`src/rtl/board_ctrl_pkg.sv`:
```
package board_ctrl_pkg;

  localparam int ADDR_W    = 20;
  localparam int DATA_W    = 32;
  localparam int NUM_CHARS = DATA_W / 4;
  localparam int CHAR_W    = 8;
  localparam int IDX_W     = $clog2(NUM_CHARS);

  localparam logic [ADDR_W-1:0] OFS_SWITCH  = 20'h00200;
  localparam logic [ADDR_W-1:0] OFS_STATUS  = 20'h00208;
  localparam logic [ADDR_W-1:0] OFS_JUMPER  = 20'h00210;
  localparam logic [ADDR_W-1:0] OFS_LEDS    = 20'h00408;
  localparam logic [ADDR_W-1:0] OFS_HEXWORD = 20'h00410;
  localparam logic [ADDR_W-1:0] OFS_CHAR0   = 20'h00418;
  localparam logic [ADDR_W-1:0] OFS_SOFTRST = 20'h00500;
  localparam logic [ADDR_W-1:0] OFS_BRK     = 20'h00508;
  localparam logic [ADDR_W-1:0] OFS_GPOUT   = 20'h00A00;
  localparam logic [ADDR_W-1:0] OFS_GPIN    = 20'h00A08;
  localparam logic [ADDR_W-1:0] OFS_I2CIN   = 20'h00B00;
  localparam logic [ADDR_W-1:0] OFS_I2COE   = 20'h00B08;
  localparam logic [ADDR_W-1:0] OFS_I2COUT  = 20'h00B10;
  localparam logic [ADDR_W-1:0] OFS_I2CSEL  = 20'h00B18;

  localparam logic [DATA_W-1:0] SOFTRST_KEY = 32'h0000_0042;

  typedef enum logic [3:0] {
    RD_ZERO, RD_STATUS, RD_LEDS, RD_BRK, RD_GPOUT, RD_GPIN,
    RD_I2CIN, RD_I2COE, RD_I2COUT, RD_I2CSEL
  } rdSel_t;

  typedef struct packed {
    logic             ledWr;
    logic             hexWr;
    logic             charWr;
    logic [IDX_W-1:0] charIdx;
    logic             rstKeyWr;
    logic             brkWr;
    logic             gpoWr;
    logic             oeWr;
    logic             i2cOutWr;
    logic             selWr;
    logic             rdEn;
    rdSel_t           rdSel;
  } ctrlStrobes_t;

endpackage

```
`src/rtl/board_ctrl_decode.sv`:
```
module board_ctrl_decode
  import board_ctrl_pkg::*;
(
  input  logic              clk,
  input  logic              rstN,
  input  logic [ADDR_W-1:0] busAddr,
  input  logic              busWrEn,
  input  logic              busRdEn,
  input  logic [DATA_W-1:0] busWrData,
  output ctrlStrobes_t      strobes,
  output logic              busRdValid
);

  logic [ADDR_W-1:0] charOfs;
  logic              charHit;

  always_comb begin
    charOfs = busAddr - OFS_CHAR0;
    charHit = (busAddr >= OFS_CHAR0) && (charOfs[2:0] == 3'b000)
              && (charOfs[ADDR_W-1:3] < NUM_CHARS);
  end

  always_comb begin
    strobes         = '0;
    strobes.rdSel   = RD_ZERO;
    strobes.rdEn    = busRdEn;
    strobes.charIdx = charOfs[3 +: IDX_W];
    strobes.charWr  = busWrEn && charHit;
    if (busWrEn) begin
      unique case (busAddr)
        OFS_LEDS:    strobes.ledWr    = 1'b1;
        OFS_HEXWORD: strobes.hexWr    = 1'b1;
        OFS_SOFTRST: strobes.rstKeyWr = (busWrData == SOFTRST_KEY);
        OFS_BRK:     strobes.brkWr    = 1'b1;
        OFS_GPOUT:   strobes.gpoWr    = 1'b1;
        OFS_I2COE:   strobes.oeWr     = 1'b1;
        OFS_I2COUT:  strobes.i2cOutWr = 1'b1;
        OFS_I2CSEL:  strobes.selWr    = 1'b1;
        default:     ;
      endcase
    end
    unique case (busAddr)
      OFS_STATUS: strobes.rdSel = RD_STATUS;
      OFS_LEDS:   strobes.rdSel = RD_LEDS;
      OFS_BRK:    strobes.rdSel = RD_BRK;
      OFS_GPOUT:  strobes.rdSel = RD_GPOUT;
      OFS_GPIN:   strobes.rdSel = RD_GPIN;
      OFS_I2CIN:  strobes.rdSel = RD_I2CIN;
      OFS_I2COE:  strobes.rdSel = RD_I2COE;
      OFS_I2COUT: strobes.rdSel = RD_I2COUT;
      OFS_I2CSEL: strobes.rdSel = RD_I2CSEL;
      default:    strobes.rdSel = RD_ZERO;
    endcase
  end

  always_ff @(posedge clk) begin
    if (!rstN) busRdValid <= 1'b0;
    else       busRdValid <= busRdEn;
  end

endmodule

```
`src/rtl/board_ctrl_datapath.sv`:
```
module board_ctrl_datapath
  import board_ctrl_pkg::*;
#(
  parameter bit          BIG_ENDIAN = 1'b0,
  parameter logic [7:0]  BRK_INIT   = 8'h0A,
  parameter logic [DATA_W-1:0] I2C_IN_INIT = 32'h3
) (
  input  logic                        clk,
  input  logic                        rstN,
  input  ctrlStrobes_t                strobes,
  input  logic [DATA_W-1:0]           busWrData,
  input  logic                        eepromSda,
  output logic [DATA_W-1:0]           busRdData,
  output logic [7:0]                  ledBar,
  output logic [NUM_CHARS*CHAR_W-1:0] dispText,
  output logic                        resetReq,
  output logic                        i2cScl,
  output logic                        i2cSda
);

  localparam logic [DATA_W-1:0] STATUS_VAL = BIG_ENDIAN ? 32'h12 : 32'h10;
  localparam logic [CHAR_W-1:0] BLANK      = 8'h20;

  logic [7:0]        ledReg, brkReg, gpoReg;
  logic [1:0]        oeReg;
  logic              selReg;
  logic [DATA_W-1:0] i2cOutReg;
  logic [DATA_W-1:0] rdMux;

  function automatic logic [CHAR_W-1:0] hexChar(input logic [3:0] nib);
    if (nib < 4'd10) return 8'h30 + {4'h0, nib};
    else             return 8'h37 + {4'h0, nib};
  endfunction

  always_ff @(posedge clk) begin
    if (!rstN) begin
      ledReg    <= '0;
      brkReg    <= BRK_INIT;
      gpoReg    <= '0;
      oeReg     <= '0;
      selReg    <= 1'b1;
      i2cOutReg <= 32'h3;
      resetReq  <= 1'b0;
    end else begin
      resetReq <= strobes.rstKeyWr;
      if (strobes.ledWr)    ledReg    <= busWrData[7:0];
      if (strobes.brkWr)    brkReg    <= busWrData[7:0];
      if (strobes.gpoWr)    gpoReg    <= busWrData[7:0];
      if (strobes.oeWr)     oeReg     <= busWrData[1:0];
      if (strobes.selWr)    selReg    <= busWrData[0];
      if (strobes.i2cOutWr) i2cOutReg <= busWrData;
    end
  end

  for (genvar g = 0; g < NUM_CHARS; g++) begin : gChar
    logic [CHAR_W-1:0] charReg;
    always_ff @(posedge clk) begin
      if (!rstN)
        charReg <= BLANK;
      else if (strobes.hexWr)
        charReg <= hexChar(busWrData[DATA_W-1-4*g -: 4]);
      else if (strobes.charWr && (strobes.charIdx == IDX_W'(g)))
        charReg <= busWrData[CHAR_W-1:0];
    end
    assign dispText[CHAR_W*g +: CHAR_W] = charReg;
  end

  always_comb begin
    unique case (strobes.rdSel)
      RD_STATUS: rdMux = STATUS_VAL;
      RD_LEDS:   rdMux = {24'h0, ledReg};
      RD_BRK:    rdMux = {24'h0, brkReg};
      RD_GPOUT:  rdMux = {24'h0, gpoReg};
      RD_GPIN:   rdMux = selReg ? i2cOutReg : '0;
      RD_I2CIN:  rdMux = {I2C_IN_INIT[DATA_W-1:1], eepromSda};
      RD_I2COE:  rdMux = {30'h0, oeReg};
      RD_I2COUT: rdMux = i2cOutReg;
      RD_I2CSEL: rdMux = {31'h0, selReg};
      default:   rdMux = '0;
    endcase
  end

  always_ff @(posedge clk) begin
    if (!rstN)             busRdData <= '0;
    else if (strobes.rdEn) busRdData <= rdMux;
    else                   busRdData <= '0;
  end

  assign ledBar = ledReg;
  assign i2cScl = i2cOutReg[1];
  assign i2cSda = i2cOutReg[0];

endmodule

```
`src/rtl/board_ctrl_regs.sv`:
```
module board_ctrl_regs
  import board_ctrl_pkg::*;
#(
  parameter bit BIG_ENDIAN = 1'b0
) (
  input  logic                        clk,
  input  logic                        rstN,
  input  logic [ADDR_W-1:0]           busAddr,
  input  logic                        busWrEn,
  input  logic                        busRdEn,
  input  logic [DATA_W-1:0]           busWrData,
  output logic [DATA_W-1:0]           busRdData,
  output logic                        busRdValid,
  input  logic                        eepromSda,
  output logic [7:0]                  ledBar,
  output logic [NUM_CHARS*CHAR_W-1:0] dispText,
  output logic                        resetReq,
  output logic                        i2cScl,
  output logic                        i2cSda
);

  ctrlStrobes_t strobes;

  board_ctrl_decode u_decode (
    .clk        (clk),
    .rstN       (rstN),
    .busAddr    (busAddr),
    .busWrEn    (busWrEn),
    .busRdEn    (busRdEn),
    .busWrData  (busWrData),
    .strobes    (strobes),
    .busRdValid (busRdValid)
  );

  board_ctrl_datapath #(.BIG_ENDIAN(BIG_ENDIAN)) u_datapath (
    .clk       (clk),
    .rstN      (rstN),
    .strobes   (strobes),
    .busWrData (busWrData),
    .eepromSda (eepromSda),
    .busRdData (busRdData),
    .ledBar    (ledBar),
    .dispText  (dispText),
    .resetReq  (resetReq),
    .i2cScl    (i2cScl),
    .i2cSda    (i2cSda)
  );

endmodule

```
`config.mk`:
```
export PLATFORM = sky130hd
export DESIGN_NAME = board_ctrl_regs
export DESIGN_NICKNAME = d
export VERILOG_FILES = /design/src/rtl/board_ctrl_pkg.sv /design/src/rtl/board_ctrl_decode.sv /design/src/rtl/board_ctrl_datapath.sv /design/src/rtl/board_ctrl_regs.sv
export SDC_FILE = /design/constraint.sdc
export NUM_CORES = 1
export LEC_CHECK = 0
export BUFFER_PORTS_ARGS = -buffer_cell sky130_fd_sc_hd__buf_2
export CORE_UTILIZATION = 30
export CTS_CLUSTER_DIAMETER = 80
export DETAILED_ROUTE_END_ITERATION = 7
export PLACE_DENSITY_LB_ADDON = 0.25
export REMOVE_ABC_BUFFERS = 1
export SYNTH_ARGS = -nofsm -noshare
export SYNTH_HDL_FRONTEND = slang
export SYNTH_HIERARCHICAL = 1
export SYNTH_SLANG_ARGS = --single-unit
```
`constraint.sdc`:
```
create_clock -name clk -period 3.7 [get_ports clk]
set_clock_uncertainty 0.05 [all_clocks]
set_input_delay 0.74 -clock clk [delete_from_list [all_inputs] [get_ports clk]]
set_output_delay 0.74 -clock clk [all_outputs]
set_load 0.01 [all_outputs]
```
==> impl_metrics.yaml, run 1 <==
run_status:
  status: "completed"
floorplanning:
  io_pins: 165
  initial_core_util_pct: 30.8
  rows: 57
  die_w_um: 161
  coreArea_um2: 24500
  dieArea_um2: 25900
  die_h_um: 161
power_and_ir_drop:
  p_leak_nw: 4.09
  p_per_area_nw_per_um2: 387
  vdd_drop_max_mv: 0.289
critical_path:
  crit_fanout: 8
  critPathSlowestCell: "nor3_1"
  path_class: "in -> reg"
  path_cells: "buf_2, nor3_1, a31o_2, mux2i_1, o41ai_1, nor4_1, buf_4, nor4bb_2, buf_4, mux2_2, mux2i_1, nand2_1"
  required_ns: 3.93
  crit_path_start_kind: "primary input"
  critical_path_buf_inv_count: 3
  arrival_ns: 3.46
  end_kind: "flop"
  critical_path.top_delay_family: "simple AND/OR/NAND/NOR gates"
  slowest_delay_ns: 0.41
  r2r_slack_ns: 2.28
global_route:
  use_met1_pct: 24.3
  grt_pass1_vias: 6005
  grt-ovfl-total: 0
  grt_pass1_wl_um: 35500
  top_usage_layer: "met2"
  grt_util_all_layers_pct: 18.0
  antenna_found_initial: 0
  grt_util_met3_pct: 4.67
  grt_start_max_net_pins: 69
  use_met2_pct: 28.3
sta:
  setup_tns_ns: 0
  final-hold-violation-count: 0
  finalSetupViolations: 0
  max-slew-margin-rel_pct: 41.4
  fmax_mhz: 310
  worst_pin_slew_ns: 0.873
  fin_crit_sh_pct: 87.3
  final.min_clock_period_ns: 3.23
  final-max-slew-violation-count: 0
  rsz0062_at_grt: "no"
finish:
  fin_nets: 1027
  nFillCells: 2516
  drive_above_1_share_pct: 28.2
  multiInputGateArea_um2: 4110
  syn_to_final_growth_pct: 24.8
  final_common_cell: "buf_2"
  mostFrequentLayoutCells: "163 x buf_2, 157 x dfxtp_1, 93 x mux2i_1"
  antenna_cells: 0
  seq_area_um2: 3140
  post-route-util_pct: 38.5
clock_tree:
  cts-root-buf: "clkbuf_16"
  cts_buffers: 17
  cts_tree: "done"
  cts.reportedPaths.clkPinSlew_ns: 0.06
  ctsResizeCount: 0
  hold_buffers: 0
  cts_setup_buffers: 0
  htree_levels: 4
  clk_path_buf_depth: 2
  clock_latency_ns: 0.42
  numClockSinks: 157
yosys:
  syn-mean-instance-area_um2: 9.46
  ys_seq_elements: 157
  synth_edf_count: 0
  synthCells: 800
  ys.flop_type: "dfxtp_1"
  syn_area_um2: 7570
  ys_seq_area_share_pct: 41.5
  synthArstFlopShare_pct: 0
  synth.distinct_cells: 55
  ys_warn_count: 6
placement:
  dpl.hpwl_um: 16000
  placement.io_buffers: 164
  gp_congestion: 0.824
run:
  cap_violations: 0
drt:
  drtIter0Drc: 298
  postRouteAntennaNets: 0
  drtPass1Iterations: 5
  drc: 0
  routed_via_density: 4.80
  wl_um: 22700
  vias: 6234
  post_drt_wl_per_cell_um: 17.5
hold_path:
  hold_path_class: "reg -> reg"
-- cells by family after synthesis --
logic type	count (synthesis)	share of synthesized area [%]
flops	157	41.5
fa+ha+maj	9	1.49
mux	121	16.5
compound gates	137	13.2
xor+xnor	9	1.04
simple gates	287	21.6
buf+inv	80	4.70
-- registers in the layout, summed over array words and instances (netlist names) --
name                      count
u_datapath/oeReg              2
u_decode/busRdValid           1
u_datapath/gpoReg             8
u_datapath/resetReq           1
u_datapath/i2cOutReg         32
u_datapath/busRdData         32
u_datapath/gChar.charReg     64
u_datapath/selReg             1
u_datapath/brkReg             8
u_datapath/ledBar             8
-- final timing paths --
path,from,to,cells after the start
worst max-delay path,busAddr[5],u_datapath/gChar[2].charReg[5]$_SDFFE_PN1P_,12
worst min-delay path,u_datapath/i2cOutReg[17]$_SDFFE_PN0P_,u_datapath/busRdData[17]$_SDFF_PN0_,1
worst max register to register,u_datapath/selReg$_SDFFE_PN1P_,u_datapath/busRdData[20]$_SDFF_PN0_,4
worst min register to register,u_datapath/i2cOutReg[17]$_SDFFE_PN0P_,u_datapath/busRdData[17]$_SDFF_PN0_,1
-- cell type report --
type	count	share of cell area [%]
clock buffer	17	4.50
clock inverter	15	1.63
inverter	23	0.914
multi-input combinational	563	43.5
sequential	157	33.3
tap	324	4.29
timing repair buffer	199	11.9
-- per-stage QoR --
step | cells | power [mW] | hold WS (ns) | setup WS, ns | area [um2]
floorplan | 743 | 1.81 | 0.379 | -6.84 | 7300
global placement | 1266 | 1.96 | 0.387 | 0.0748 | 8860
detailed placement | 1266 | 1.96 | 0.387 | 0.0683 | 8860
CTS | 1298 | 3.71 | 0.403 | 0.500 | 9440
global route | 1298 | 3.81 | 0.426 | 0.213 | 9440
finish | 1298 | 3.66 | 0.400 | 0.470 | 9440
-- where the power goes --
| part | total, mW | internal, mW | switching [mW] |
|---|---|---|---|
| Combinational | 0.226 | 0.0761 | 0.150 |
| Clock | 1.74 | 0.952 | 0.792 |
| Sequential | 1.69 | 1.69 | 0.0000937 |
| Total | 3.66 | 2.72 | 0.942 |
-- cell usage after synthesis, types with 2 or more instances --
master / instances / share of area (%)
dfxtp_1: 157 / 42
mux2i_1: 93 / 12
nor2b_1: 68 / 5.6
nand2_1: 67 / 3.3
and2_1: 49 / 4.1
o21ai_0: 42 / 2.8
clkbuf_1: 37 / 1.8
o211a_1: 29 / 3.8
mux2_2: 28 / 4.2
nor2_1: 26 / 1.3
inv_1: 23 / 1.1
a21oi_1: 17 / 1.1
nand3_1: 15 / 0.99
buf_2: 12 / 0.79
nor4_1: 12 / 0.99
o211ai_1: 10 / 0.99
ha_1: 9 / 1.5
or3_1: 9 / 0.74
xnor2_1: 9 / 1.0
o32ai_1: 8 / 0.93
nor3_1: 7 / 0.46
a22o_1: 5 / 0.58
a31oi_1: 5 / 0.41
nand4b_1: 5 / 0.58
nor4b_1: 5 / 0.58
and3_1: 4 / 0.33
a211oi_1: 3 / 0.30
a21boi_0: 3 / 0.30
a222oi_1: 3 / 0.40
a22oi_1: 3 / 0.30
buf_6: 3 / 0.45
nand2b_1: 3 / 0.25
nand4_1: 3 / 0.25
a21o_1: 2 / 0.20
buf_1: 2 / 0.099
buf_4: 2 / 0.20
nand3b_1: 2 / 0.20
nor3b_1: 2 / 0.20
nor4bb_1: 2 / 0.26
-- layer usage --
layer  vias up  part of all wire [%]
met5         -                     0
met2       157                    45
met4         0                   1.2
met1      2914                    48
met3        14                   5.5
li1       3149                     -
No activity file was read; power rests on OpenSTA's default activity.
==> inputs of run 2 (changes only) <==
Settings changed: CORE_UTILIZATION 30 to 45, REMOVE_ABC_BUFFERS 1 to not set.
==> run 2 against run 1 <==
Net effect:
- wire length decreased by 7.1%
- sequential power hardly changed
- highest routed layer unchanged
- die area fell by 33%
==> impl_metrics.yaml, run 2 (synthesis gave the netlist of run 1 again) <==
drt:
  post_drt_wl_per_cell_um: 17.8
  drtPass1Iterations: 6
  vias: 6452
  routed_via_density: 5.43
  drtIter0Drc: 476
  postRouteAntennaNets: 0
  drc: 0
  wl_um: 21100
clock_tree:
  ctsResizeCount: 0
  htree_levels: 4
  cts_buffers: 17
  numClockSinks: 157
  cts_setup_buffers: 0
  cts.reportedPaths.clkPinSlew_ns: 0.06
  hold_buffers: 0
  clock_latency_ns: 0.42
  clk_path_buf_depth: 2
  cts-root-buf: "clkbuf_16"
  cts_tree: "done"
global_route:
  antenna_found_initial: 0
  grt_pass1_vias: 6073
  grt_util_all_layers_pct: 24.6
  grt-ovfl-total: 0
  grt_start_max_net_pins: 71
  grt_pass1_wl_um: 33400
finish:
  multiInputGateArea_um2: 4110
  fin_nets: 1021
  seq_area_um2: 3140
  max_flop_register: "u_datapath/gChar.charReg"
  largest_register_ff_count: 64
  final_common_cell: "buf_2"
  reg_top3: "u_datapath/gChar.charReg x64, u_datapath/busRdData x32, u_datapath/i2cOutReg x32"
  nFillCells: 1540
  syn_to_final_growth_pct: 22.9
  drive_above_1_share_pct: 27.7
  mostFrequentLayoutCells: "164 x buf_2, 157 x dfxtp_1, 93 x mux2i_1"
  antenna_cells: 0
placement:
  gp_congestion: 0.897
  placement.io_buffers: 164
  dpl.hpwl_um: 14800
floorplanning:
  rows: 47
  io_pins: 165
  initial_core_util_pct: 45.8
  die_w_um: 132
  die_h_um: 132
  coreArea_um2: 16500
  dieArea_um2: 17300
critical_path:
  path_class: "in -> reg"
  crit_path_start_kind: "primary input"
  required_ns: 3.93
  r2r_slack_ns: 2.23
  end_kind: "flop"
  r2r_cells: 4
  arrival_ns: 3.43
  r2r-start: "u_datapath/selReg$_SDFFE_PN1P_"
  crit_fanout: 8
  reg2reg_to: "u_datapath/busRdData[18]$_SDFF_PN0_"
  startpoint: "busAddr[13]"
sta:
  final-hold-violation-count: 0
  final-max-slew-violation-count: 0
  max-slew-margin-rel_pct: 37.3
  holdWs_ns: 0.405
  worst_pin_slew_ns: 0.934
  setup_tns_ns: 0
  finalSetupViolations: 0
  final.min_clock_period_ns: 3.20
  fmax_mhz: 312
  rsz0062_at_grt: "no"
  fin_crit_sh_pct: 86.6
power_and_ir_drop:
  p_per_area_nw_per_um2: 395
  vdd_drop_max_mv: 0.311
  p_leak_nw: 4.08
hold_path:
  hold_end: "u_datapath/busRdData[12]$_SDFF_PN0_"
  hold_path_class: "reg -> reg"
  hold_depth: 1
  min_from: "u_datapath/i2cOutReg[12]$_SDFFE_PN0P_"
run_status:
  status: "completed"
run:
  cap_violations: 0
yosys:
  synthesis.nets: 866
run 2: cell count changes in the layout (fill, tap and decap cells not counted), moves of 2 or more:
cell        change
inv_6           -2
clkbuf_8        +3
inv_8           -3
buf_4           -8
clkinvlp_4      -2
run 2: worst max path at each step:
stage	end	slack, ns	cells after the start
2_1_floorplan	u_datapath/gChar[0].charReg[2]$_SDFFE_PN0P_	0.06	8
3_3_place_gp	u_datapath/gChar[1].charReg[5]$_SDFFE_PN1P_	0.10	12
3_5_place_dp	u_datapath/gChar[1].charReg[5]$_SDFFE_PN1P_	0.08	12
4_1_cts	u_datapath/gChar[1].charReg[5]$_SDFFE_PN1P_	0.51	12
5_1_grt	u_datapath/gChar[2].charReg[5]$_SDFFE_PN1P_	0.34	12
6_report	u_datapath/gChar[1].charReg[5]$_SDFFE_PN1P_	0.50	12
run 2: critical path: stages:
cell	delay, ns
buf_2	0.11
o31a_1	0.28
or3_1	0.32
nor4_2	0.25
o2111ai_1	0.14
nor4_1	0.33
buf_4	0.22
nor4bb_2	0.28
buf_4	0.23
mux2_2	0.34
mux2i_1	0.13
nand2_1	0.07
run 2: per-layer routing:
| metal | global-route usage [%] | share of wire, % | vias to the layer above |
|---|---|---|---|
| li1 | - | - | 3144 |
| met1 | 32.0 | 44 | 3061 |
| met2 | 39.6 | 47 | 219 |
| met3 | 6.06 | 7.2 | 28 |
| met4 | 8.27 | 1.8 | 0 |
| met5 | 0 | 0 | - |
run 2: final cells by class:
cell class,count,area share (%)
multi-input combinational,563,44.1
sequential,157,33.8
timing repair buffer,193,11.7
clock buffer,21,5.06
tap,220,2.96
clock inverter,11,1.41
inverter,23,0.928
run 2: metrics by stage:
stage	cell area [um2]	utilization, %	total power, mW	cells	setup slack, ns
detailed placement	8700	52.6	1.94	1156	0.0758
floorplan	7570	-	1.84	800	0.0649
global route	9300	56.3	3.79	1188	0.337
global placement	8700	52.6	1.94	1156	0.104
finish	9300	56.3	3.67	1188	0.497
CTS	9300	56.3	3.70	1188	0.510
run 2: power by group:
part | internal (mW) | leakage (nW) | total (mW) | switching [mW]
combinational | 0.0728 | 2.51 | 0.218 | 0.145
sequential | 1.69 | 1.26 | 1.69 | 0.0000924
clock | 1.05 | 0.298 | 1.76 | 0.709
total | 2.82 | 4.08 | 3.67 | 0.854
==> inputs of run 3 (changes only) <==
Settings changed: ABC_AREA set to 1.
==> run 3 against run 2 <==
Net effect:
- clock-buffer cell count grew 1
- power up 1.2%
- first-iteration DRC count increased by 16%
- worst setup slack gained 0.44 ns
- largest cell class unchanged
==> impl_metrics.yaml, run 3 <==
run_status:
  status: "completed"
global_route:
  grt_start_max_net_pins: 65
  antenna_found_initial: 3
  grt_pass1_vias: 7119
  grt_util_all_layers_pct: 26.4
  grt_pass1_wl_um: 36100
  grt-ovfl-total: 0
finish:
  reg_top3: "u_datapath/gChar.charReg x64, u_datapath/busRdData x32, u_datapath/i2cOutReg x32"
  syn_to_final_growth_pct: 20.8
  largest_register_ff_count: 64
  multiInputGateArea_um2: 3850
  final_common_cell: "nand2_1"
  max_flop_register: "u_datapath/gChar.charReg"
  fin_nets: 1299
  layoutNonFillerInstCount: 1467
  mostFrequentLayoutCells: "246 x nand2_1, 164 x buf_2, 157 x dfxtp_1"
  post-route-util_pct: 55.7
  drive_above_1_share_pct: 22.3
  nFillCells: 1653
  seq_area_um2: 3140
clock_tree:
  ctsResizeCount: 0
  clock_latency_ns: 0.42
  clk_path_buf_depth: 2
  cts-root-buf: "clkbuf_16"
  cts_tree: "done"
  htree_levels: 4
  cts_buffers: 17
  hold_buffers: 0
  cts.reportedPaths.clkPinSlew_ns: 0.06
  numClockSinks: 157
  cts_setup_buffers: 0
sta:
  rsz0062_at_grt: "no"
  worst_pin_slew_ns: 0.776
  final-hold-violation-count: 0
  max-slew-margin-rel_pct: 48.1
  finalWorstSetupSlack_ns: 0.939
  final.min_clock_period_ns: 2.76
  final-max-slew-violation-count: 0
  fmax_mhz: 362
  finalSetupViolations: 0
  setup_tns_ns: 0
  holdWs_ns: 0.414
  fin_crit_sh_pct: 74.6
drt:
  drtIter0Drc: 554
  vias: 7677
  drtPass1Iterations: 7
  postRouteAntennaNets: 0
  routed_via_density: 5.23
  drc: 0
  post_drt_wl_per_cell_um: 15.5
  wl_um: 22800
yosys:
  ys_seq_area_share_pct: 41.3
  synthesis.nets: 1149
  syn_area_um2: 7610
  ys.flop_type: "dfxtp_1"
  yosys.area.top_type_share_pct: 41.3
  ys_warn_count: 6
  synthCells: 1083
  synth.distinct_cells: 37
  ys_seq_elements: 157
  synthTopCellsByCount: "246 x nand2_1, 157 x dfxtp_1, 134 x a21oi_1, 102 x inv_1, 102 x nor2_1"
  synth_area_leaders: "dfxtp_1 41%, nand2_1 12%, a21oi_1 8.8%"
  synthArstFlopShare_pct: 0
  syn-mean-instance-area_um2: 7.03
  synth_edf_count: 0
  yosys.area.top_type: "dfxtp_1"
  synth_most_common_cell: "nand2_1"
floorplanning:
  initial_core_util_pct: 46.1
  io_pins: 165
  coreArea_um2: 16500
  die_h_um: 132
  dieArea_um2: 17400
  rows: 47
  die_w_um: 132
placement:
  gp_congestion: 0.911
  dpl.hpwl_um: 16900
  pre_cts_slack_ns: 0.542
  dpl.cell_count: 1434
  placement.io_buffers: 164
critical_path:
  arrival_ns: 3.00
  crit_path_start_kind: "primary input"
  path_class: "in -> reg"
  crit_fanout: 6
  end_kind: "flop"
  required_ns: 3.94
power_and_ir_drop:
  vdd_drop_max_mv: 0.415
  p_leak_nw: 4.32
  p_per_area_nw_per_um2: 404
run:
  cap_violations: 0
hold_path:
  hold_path_class: "reg -> reg"
run 3: cell types whose count changed after synthesis, sizes merged, moves of 20 or more:
cell and delta:
mux2i -93, nor3b +20, inv +90, nand3 +68
and2 -49, nor2 +90, a21oi +116, mux2 -28
o21ai +51, o211a -29, nand2 +191, nor2b -68
run 3: where the power goes:
group / internal (mW) / switching, mW / leakage (nW)
Clock: 1.08 / 0.707 / 0.287
Sequential: 1.69 / 0.000203 / 1.26
Combinational: 0.0698 / 0.168 / 2.77
Total: 2.84 / 0.875 / 4.32
run 3: cell families (layout without fill, tap and decap cells):
family / after synthesis / count (layout) / synth area share, %
AO/OA/AOI/OAI: 238 / 238 / 16.1
XOR/XNOR: 1 / 1 / 0.115
adder cells (fa/ha/maj): 9 / 9 / 1.48
buffers and inverters: 158 / 320 / 8.35
flip-flops: 157 / 157 / 41.3
other: 0 / 2 / 0
AND/OR/NAND/NOR: 520 / 520 / 32.6
run 3: per-layer routing:
layer	GRT usage (%)	wire length (um)	vias to the layer above
li1	-	-	3854
met1	33.3	9660	3516
met2	43.7	10900	268
met3	6.07	1660	37
met4	10.3	546	2
met5	0	13	-
run 3: per-stage QoR:
stage	power, mW	instance area [um2]
4_1_cts	3.74	9200
2_1_floorplan	1.87	7610
3_5_place_dp	1.96	8590
3_3_place_gp	1.96	8590
6_report	3.71	9200
5_1_grt	3.84	9200
run 3: critical path, cell delays in order:
cell      delay [ns]
buf_2           0.14
ha_1            0.25
nand2_1         0.08
inv_1           0.03
o21ai_0         0.13
nand2_1         0.07
nor2_1          0.10
nand2_1         0.07
nor2_1          0.10
nand3_1         0.07
nor2_1          0.23
inv_1           0.07
nor2_1          0.23
nand2_1         0.22
nand2_1         0.18
inv_1           0.12
nand2_1         0.08
o211ai_1        0.08
run 3: final cells by class:
cell class,instances,area share (%)
clock inverter,9,1.18
clock buffer,22,5.37
multi-input combinational,768,41.8
tap,220,2.99
inverter,117,4.84
sequential,157,34.2
timing repair buffer,172,9.57
antenna,2,0.0544
run 3: path summary, 6_finish.rpt:
kind,startpoint,to,slack (ns),depth (start not counted)
max,busAddr[3],u_datapath/gChar[3].charReg[5]$_SDFFE_PN1P_,0.94,18
min,u_datapath/gChar[7].charReg[7]$_SDFFE_PN0P_,u_datapath/gChar[7].charReg[7]$_SDFFE_PN0P_,0.41,2
max reg2reg,u_datapath/selReg$_SDFFE_PN1P_,u_datapath/busRdData[15]$_SDFF_PN0_,2.47,6
min reg2reg,u_datapath/gChar[7].charReg[7]$_SDFFE_PN0P_,u_datapath/gChar[7].charReg[7]$_SDFFE_PN0P_,0.41,2
